[src/rtl/simt_div_pkg.sv]
package simt_div_pkg;
  typedef enum logic [2:0] {
    OP_NOP    = 3'd0,
    OP_BRANCH = 3'd1,
    OP_ELSE   = 3'd2,
    OP_JOIN   = 3'd3,
    OP_LOOP   = 3'd4
  } simt_op_e;
endpackage

[src/rtl/simt_div_stack.sv]
module simt_div_stack #(
  parameter int LANES = 32,
  parameter int DEPTH = 4
) (
  input  logic             clk,
  input  logic             rst,
  input  logic             push,
  input  logic             pop,
  input  logic [LANES-1:0] wr_outer,
  input  logic [LANES-1:0] wr_pend,
  input  logic             wr_loop,
  output logic [LANES-1:0] rd_outer,
  output logic [LANES-1:0] rd_pend,
  output logic             rd_loop,
  output logic             empty,
  output logic             full
);
  localparam int CW = $clog2(DEPTH + 1);
  localparam int PW = (DEPTH > 1) ? $clog2(DEPTH) : 1;

  logic [CW-1:0]    cnt;
  logic [CW-1:0]    cnt_dec;
  logic [PW-1:0]    wr_idx;
  logic [PW-1:0]    top_idx;
  logic [LANES-1:0] outer_mem [DEPTH];
  logic [LANES-1:0] pend_mem  [DEPTH];
  logic             loop_mem  [DEPTH];

  assign cnt_dec = cnt - CW'(1);
  assign wr_idx  = cnt[PW-1:0];
  assign top_idx = cnt_dec[PW-1:0];
  assign empty   = (cnt == '0);
  assign full    = (cnt == CW'(DEPTH));

  always_ff @(posedge clk) begin
    if (rst)       cnt <= '0;
    else if (push) cnt <= cnt + CW'(1);
    else if (pop)  cnt <= cnt_dec;
  end

  // Storage has no reset so it maps onto distributed RAM.
  always_ff @(posedge clk) begin
    if (push) begin
      outer_mem[wr_idx] <= wr_outer;
      pend_mem[wr_idx]  <= wr_pend;
      loop_mem[wr_idx]  <= wr_loop;
    end
  end

  assign rd_outer = outer_mem[top_idx];
  assign rd_pend  = pend_mem[top_idx];
  assign rd_loop  = loop_mem[top_idx];


  push_room_chk: assert property (@(posedge clk) disable iff (rst)
    push |-> (cnt != CW'(DEPTH)));

  pop_data_chk: assert property (@(posedge clk) disable iff (rst)
    pop |-> (cnt != '0));

  push_pop_excl_chk: assert property (@(posedge clk) disable iff (rst)
    !(push && pop));
endmodule

[src/rtl/simt_div_next.sv]
module simt_div_next
  import simt_div_pkg::*;
#(
  parameter int LANES = 32
) (
  input  logic [2:0]       op,
  input  logic [LANES-1:0] cond,
  input  logic [LANES-1:0] active,
  input  logic             empty,
  input  logic             full,
  input  logic [LANES-1:0] top_outer,
  input  logic [LANES-1:0] top_pend,
  input  logic             top_loop,
  output logic [LANES-1:0] nxt_active,
  output logic             push,
  output logic             pop,
  output logic [LANES-1:0] push_pend,
  output logic             push_loop,
  output logic             ovf,
  output logic             udf
);
  logic [LANES-1:0] tlanes;
  logic [LANES-1:0] flanes;
  logic             split;

  assign tlanes = active & cond;
  assign flanes = active & ~cond;
  assign split  = (tlanes != '0) && (flanes != '0);

  always_comb begin
    nxt_active = active;
    push       = 1'b0;
    pop        = 1'b0;
    push_pend  = flanes;
    push_loop  = 1'b0;
    ovf        = 1'b0;
    udf        = 1'b0;
    case (op)
      OP_BRANCH: begin
        if (split) begin
          if (full) ovf = 1'b1;
          else begin
            push       = 1'b1;
            nxt_active = tlanes;
          end
        end
      end
      OP_ELSE: begin
        if (empty) udf = 1'b1;
        else       nxt_active = top_pend;
      end
      OP_JOIN: begin
        if (empty) udf = 1'b1;
        else begin
          pop        = 1'b1;
          nxt_active = top_outer;
        end
      end
      OP_LOOP: begin
        if (!empty && top_loop) begin
          if (tlanes == '0) begin
            pop        = 1'b1;
            nxt_active = top_outer;
          end else begin
            nxt_active = tlanes;
          end
        end else if (split) begin
          if (full) ovf = 1'b1;
          else begin
            push       = 1'b1;
            push_loop  = 1'b1;
            push_pend  = '0;
            nxt_active = tlanes;
          end
        end
      end
      default: ;
    endcase
  end
endmodule

[src/rtl/simt_div_mask.sv]
module simt_div_mask
  import simt_div_pkg::*;
#(
  parameter int LANES = 32,
  parameter int DEPTH = 4
) (
  input  logic             clk,
  input  logic             rst,
  input  logic [2:0]       cmd_op,
  input  logic [LANES-1:0] cond,
  output logic [LANES-1:0] active_mask,
  output logic             ovf_err,
  output logic             udf_err
);
  logic [LANES-1:0] nxt_active;
  logic [LANES-1:0] top_outer;
  logic [LANES-1:0] top_pend;
  logic [LANES-1:0] push_pend;
  logic             top_loop, push_loop;
  logic             push, pop, empty, full, ovf, udf;

  simt_div_next #(.LANES(LANES)) u_next (
    .op(cmd_op), .cond(cond), .active(active_mask),
    .empty(empty), .full(full),
    .top_outer(top_outer), .top_pend(top_pend), .top_loop(top_loop),
    .nxt_active(nxt_active), .push(push), .pop(pop),
    .push_pend(push_pend), .push_loop(push_loop),
    .ovf(ovf), .udf(udf)
  );

  simt_div_stack #(.LANES(LANES), .DEPTH(DEPTH)) u_stack (
    .clk(clk), .rst(rst), .push(push), .pop(pop),
    .wr_outer(active_mask), .wr_pend(push_pend), .wr_loop(push_loop),
    .rd_outer(top_outer), .rd_pend(top_pend), .rd_loop(top_loop),
    .empty(empty), .full(full)
  );

  always_ff @(posedge clk) begin
    if (rst) begin
      active_mask <= '1;
      ovf_err     <= 1'b0;
      udf_err     <= 1'b0;
    end else begin
      active_mask <= nxt_active;
      ovf_err     <= ovf;
      udf_err     <= udf;
    end
  end


  uniform_hold_chk: assert property (@(posedge clk) disable iff (rst)
    (cmd_op == OP_BRANCH && (((cond & active_mask) == active_mask) ||
     ((cond & active_mask) == '0))) |=> $stable(active_mask));

  ovf_hold_chk: assert property (@(posedge clk) disable iff (rst)
    ovf_err |-> $stable(active_mask));

  udf_hold_chk: assert property (@(posedge clk) disable iff (rst)
    udf_err |-> $stable(active_mask));

  err_excl_chk: assert property (@(posedge clk) disable iff (rst)
    !(ovf_err && udf_err));
endmodule

[config.mk]
export PLATFORM = sky130hd
export DESIGN_NAME = simt_div_mask
export DESIGN_NICKNAME = d
export VERILOG_FILES = /design/src/rtl/simt_div_pkg.sv /design/src/rtl/simt_div_stack.sv /design/src/rtl/simt_div_next.sv /design/src/rtl/simt_div_mask.sv
export SDC_FILE = /design/constraint.sdc
export NUM_CORES = 1
export LEC_CHECK = 0
export ABC_AREA = 0
export ABC_CLOCK_PERIOD_IN_PS = 4380
export BUFFER_PORTS_ARGS = -buffer_cell sky130_fd_sc_hd__buf_2
export CORE_ASPECT_RATIO = 1.2
export CORE_UTILIZATION = 27
export DETAILED_ROUTE_END_ITERATION = 16
export SLEW_MARGIN = 25
export SYNTH_ARGS = -nofsm -noshare
export SYNTH_HDL_FRONTEND = slang
export SYNTH_SLANG_ARGS = --single-unit
[constraint.sdc]
create_clock -name clk -period 4.38 [get_ports clk]
set_input_delay 0.657 -clock clk [delete_from_list [all_inputs] [get_ports clk]]
set_output_delay 0.657 -clock clk [all_outputs]
set_load 0.02 [all_outputs]
==> out/metrics.yaml <==
dp_slack_ns: 0.8106
tritoncts: "done"
fmax_mhz: 290.7
reg2reg_depth: 9
timing.final.crit_share: 0.7854
skew_ns: 0.01342
drc: 0
start_kind: "register"
ant_nets: 0
reg2reg_slack_ns: 0.94
die_area_um2: 46250
syn2layout_area_growth_pct: 16.39
clk_pin_slew_ns: 0.06
num-nets-final: 841
min_path_cells: 2
die_h_um: 235.4
ys_seq_area_frac: 0.6976
grt_util_all_layers: 0.1305
vias_per_cell: 4.932
r2r-end: "u_stack.pend_mem[3][25]"
postCtsSetupRepairBufs: 0
synth_warnings: 0
cts.sinks: 297
synthXorXnorAreaFrac: 0
whs_ns: 0.3680
layout-drive-gt1-share: 0.2625
status: "finished clean"
antenna_cells: 0
worst-slew-pin-transition_ns: 0.9527
cap_violations: 0
synthMuxAreaShare: 0.1265
final-max-slew-violation-count: 0
antenna_found_initial: 4
final_core_util: 0.3185
worstPathArrival_ns: 3.68
synth_cell_types: 46
grt_pass1_vias: 7063
crit_fanout: 39
mappedNetlistArea_um2: 12250
finalSetupViolations: 0
dr.pass1.iters: 5
core_um2: 44770
grt_max_degree: 66
min-delay-start: "rst"
start_util: 0.2737
dpl.hpwl_mm: 18.66
finalWorstSetupSlack_ns: 0.9400
ioPinCount: 71
cts_made_buffers: 31
htree_levels: 1
syn_area_per_cell_um2: 16.93
synth_top_family_by_area: "multiplexers"
cts_root_buf: "clkbuf_16"
hold_path.class: "primary input to register"
synth_nets: 766
tns_ns: 0
worstSkewPairLatency_ns: 0.55
ctsHoldBuffers: 0
synthAdderAreaFrac: 0.005105
synth.ff_latch_count: 297
p_leak_nw: 4.444
drt-total-wl_mm: 30.53
grt_pass1_wl_mm: 45.46
first_iter_violations: 561
die_w_um: 196.5
via_count: 7062
reg2reg_from: "u_stack.cnt[0]"
period_minus_slack_ns: 3.440
ir_drop_uv: 302.0
port_buffers: 70
gp_congestion: 0.7758
powerDensity_nw_per_um2: 469.1
wl_per_cell_um: 21.32
cp-end-kind: "register"
clk_path_buf_depth: 3
gr-total-overflow: 0
hold_end: "u_stack.cnt[1]"
critPathKind: "register to register"
slew_headroom: 0.3634
finalHoldViolations: 0
rows: 85
crit_required_ns: 4.62
syn_inst: 724
synth_compound_area_frac: 0.08301
cts_resized: 0
yosys.area_share.simple: 0.06667
rsz0062_at_grt: "false"
final cells by class:
type                            instances  area (um2)
Clock inverter                         13       63.81
Multi-Input combinational cell        380        3488
Clock buffer                           44       864.6
Sequential cell                       297        8552
Fill cell                            4359       30510
Tap cell                              609       762.0
Inverter                                5       18.77
Timing Repair Buffer                   84       513.0
synth_stat cells (all sizes together):
library cell,instances,share of area
and4,1,0.00071
o221ai,3,0.0021
nor4,2,0.0010
a22o,2,0.0021
inv,4,0.0012
nand3,2,0.00082
nor3,6,0.0029
mux4,65,0.12
nor2b,1,0.00051
o211ai,33,0.020
nand2b,33,0.017
a21oi,27,0.011
o22ai,4,0.0020
o31ai,1,0.00061
and2,4,0.0020
or4,1,0.00061
a32oi,24,0.017
o21a,1,0.00061
or3,1,0.00051
ha,5,0.0051
mux2,2,0.0021
nand4b,1,0.0012
o21ai,29,0.012
nand2,50,0.015
clkbuf,23,0.0070
buf,19,0.013
edfxtp,260,0.64
mux2i,6,0.0049
clkinv,1,0.00031
nor2,40,0.018
a221oi,1,0.00071
a2bb2oi,1,0.00071
nand4,10,0.0051
a22oi,14,0.0097
dfxtp,37,0.060
and4b,1,0.00082
a31oi,8,0.0041
and3,1,0.00051
sequential cells by signal (all words and copies together), names as in the netlist:
name	flops
u_stack.cnt	3
ovf_err	1
active_mask	32
u_stack.outer_mem	128
u_stack.pend_mem	128
u_stack.loop_mem	4
udf_err	1
critical path, stage by stage, from the launching register on:
cell and delay (ns):
dfxtp_4 0.59, inv_1 0.18, ha_4 0.31, mux4_2 0.31, nand2_1 0.14, nand2_1 0.07
o31ai_1 0.11, and4b_1 0.45, and2_4 0.64, buf_12 0.30
placed cells by master, fill, tap and decap left out, types with 5 or more instances in the layout:
master / synthesis / layout
edfxtp_1: 260 / 260
buf_2: 8 / 70
mux4_2: 65 / 65
nand2_1: 50 / 50
dfxtp_1: 37 / 36
nand2b_1: 33 / 33
o211ai_1: 33 / 33
clkbuf_16: 0 / 31
nor2_1: 31 / 29
o21ai_0: 29 / 29
a21oi_1: 27 / 27
a32oi_1: 24 / 24
a22oi_1: 13 / 13
nand4_1: 10 / 10
nor2_4: 9 / 10
buf_4: 5 / 10
clkbuf_1: 23 / 9
clkinv_1: 1 / 7
a31oi_1: 8 / 7
mux2i_1: 6 / 6
clkinv_2: 0 / 6
nor3_1: 5 / 5
per-layer routing:
| layer | vias to the layer above | GRT usage | wire, um |
|---|---|---|---|
| met3 | 74 | 0.02579 | 1872 |
| li1 | 3099 | - | - |
| met1 | 3644 | 0.1686 | 12660 |
| met2 | 239 | 0.2189 | 14970 |
| met5 | - | 0 | 40 |
| met4 | 6 | 0.04143 | 982 |
power breakdown:
group	switching [W]	leakage, nW	internal (W)
Sequential	0.000131	2.62	0.00328
Clock	0.00105	0.460	0.00136
Combinational	0.000531	1.36	0.000337
Total	0.00171	4.44	0.00498
per-stage QoR:
stage               std cells  total power (W)  cell area (um2)
floorplan                 724         0.004021            12260
global placement         1371         0.004331            13250
detailed placement       1374         0.004352            13310
CTS                      1431         0.006751            14240
global route             1432         0.006933            14260
finish                   1432         0.006690            14260
cell families after synthesis:
kind of cell    count (synthesis)
compound gates                148
fa+ha+maj                       5
buf+inv                        47
flops                         297
mux                            73
simple gates                  154
worst max-delay path by stage:
stage	slack (ns)	to	start	cells after the start
2_1_floorplan	0.34	u_stack.loop_mem[3]	u_stack.cnt[0]	14
3_3_place_gp	0.81	u_stack.outer_mem[0][26]	u_stack.cnt[0]	8
3_5_place_dp	0.81	u_stack.pend_mem[1][8]	u_stack.cnt[0]	8
4_1_cts	0.80	u_stack.outer_mem[1][27]	u_stack.cnt[0]	8
5_1_grt	0.66	u_stack.outer_mem[3][24]	u_stack.cnt[0]	9
6_report	0.94	u_stack.pend_mem[3][25]	u_stack.cnt[0]	9
(Power assumes the default switching activity.)
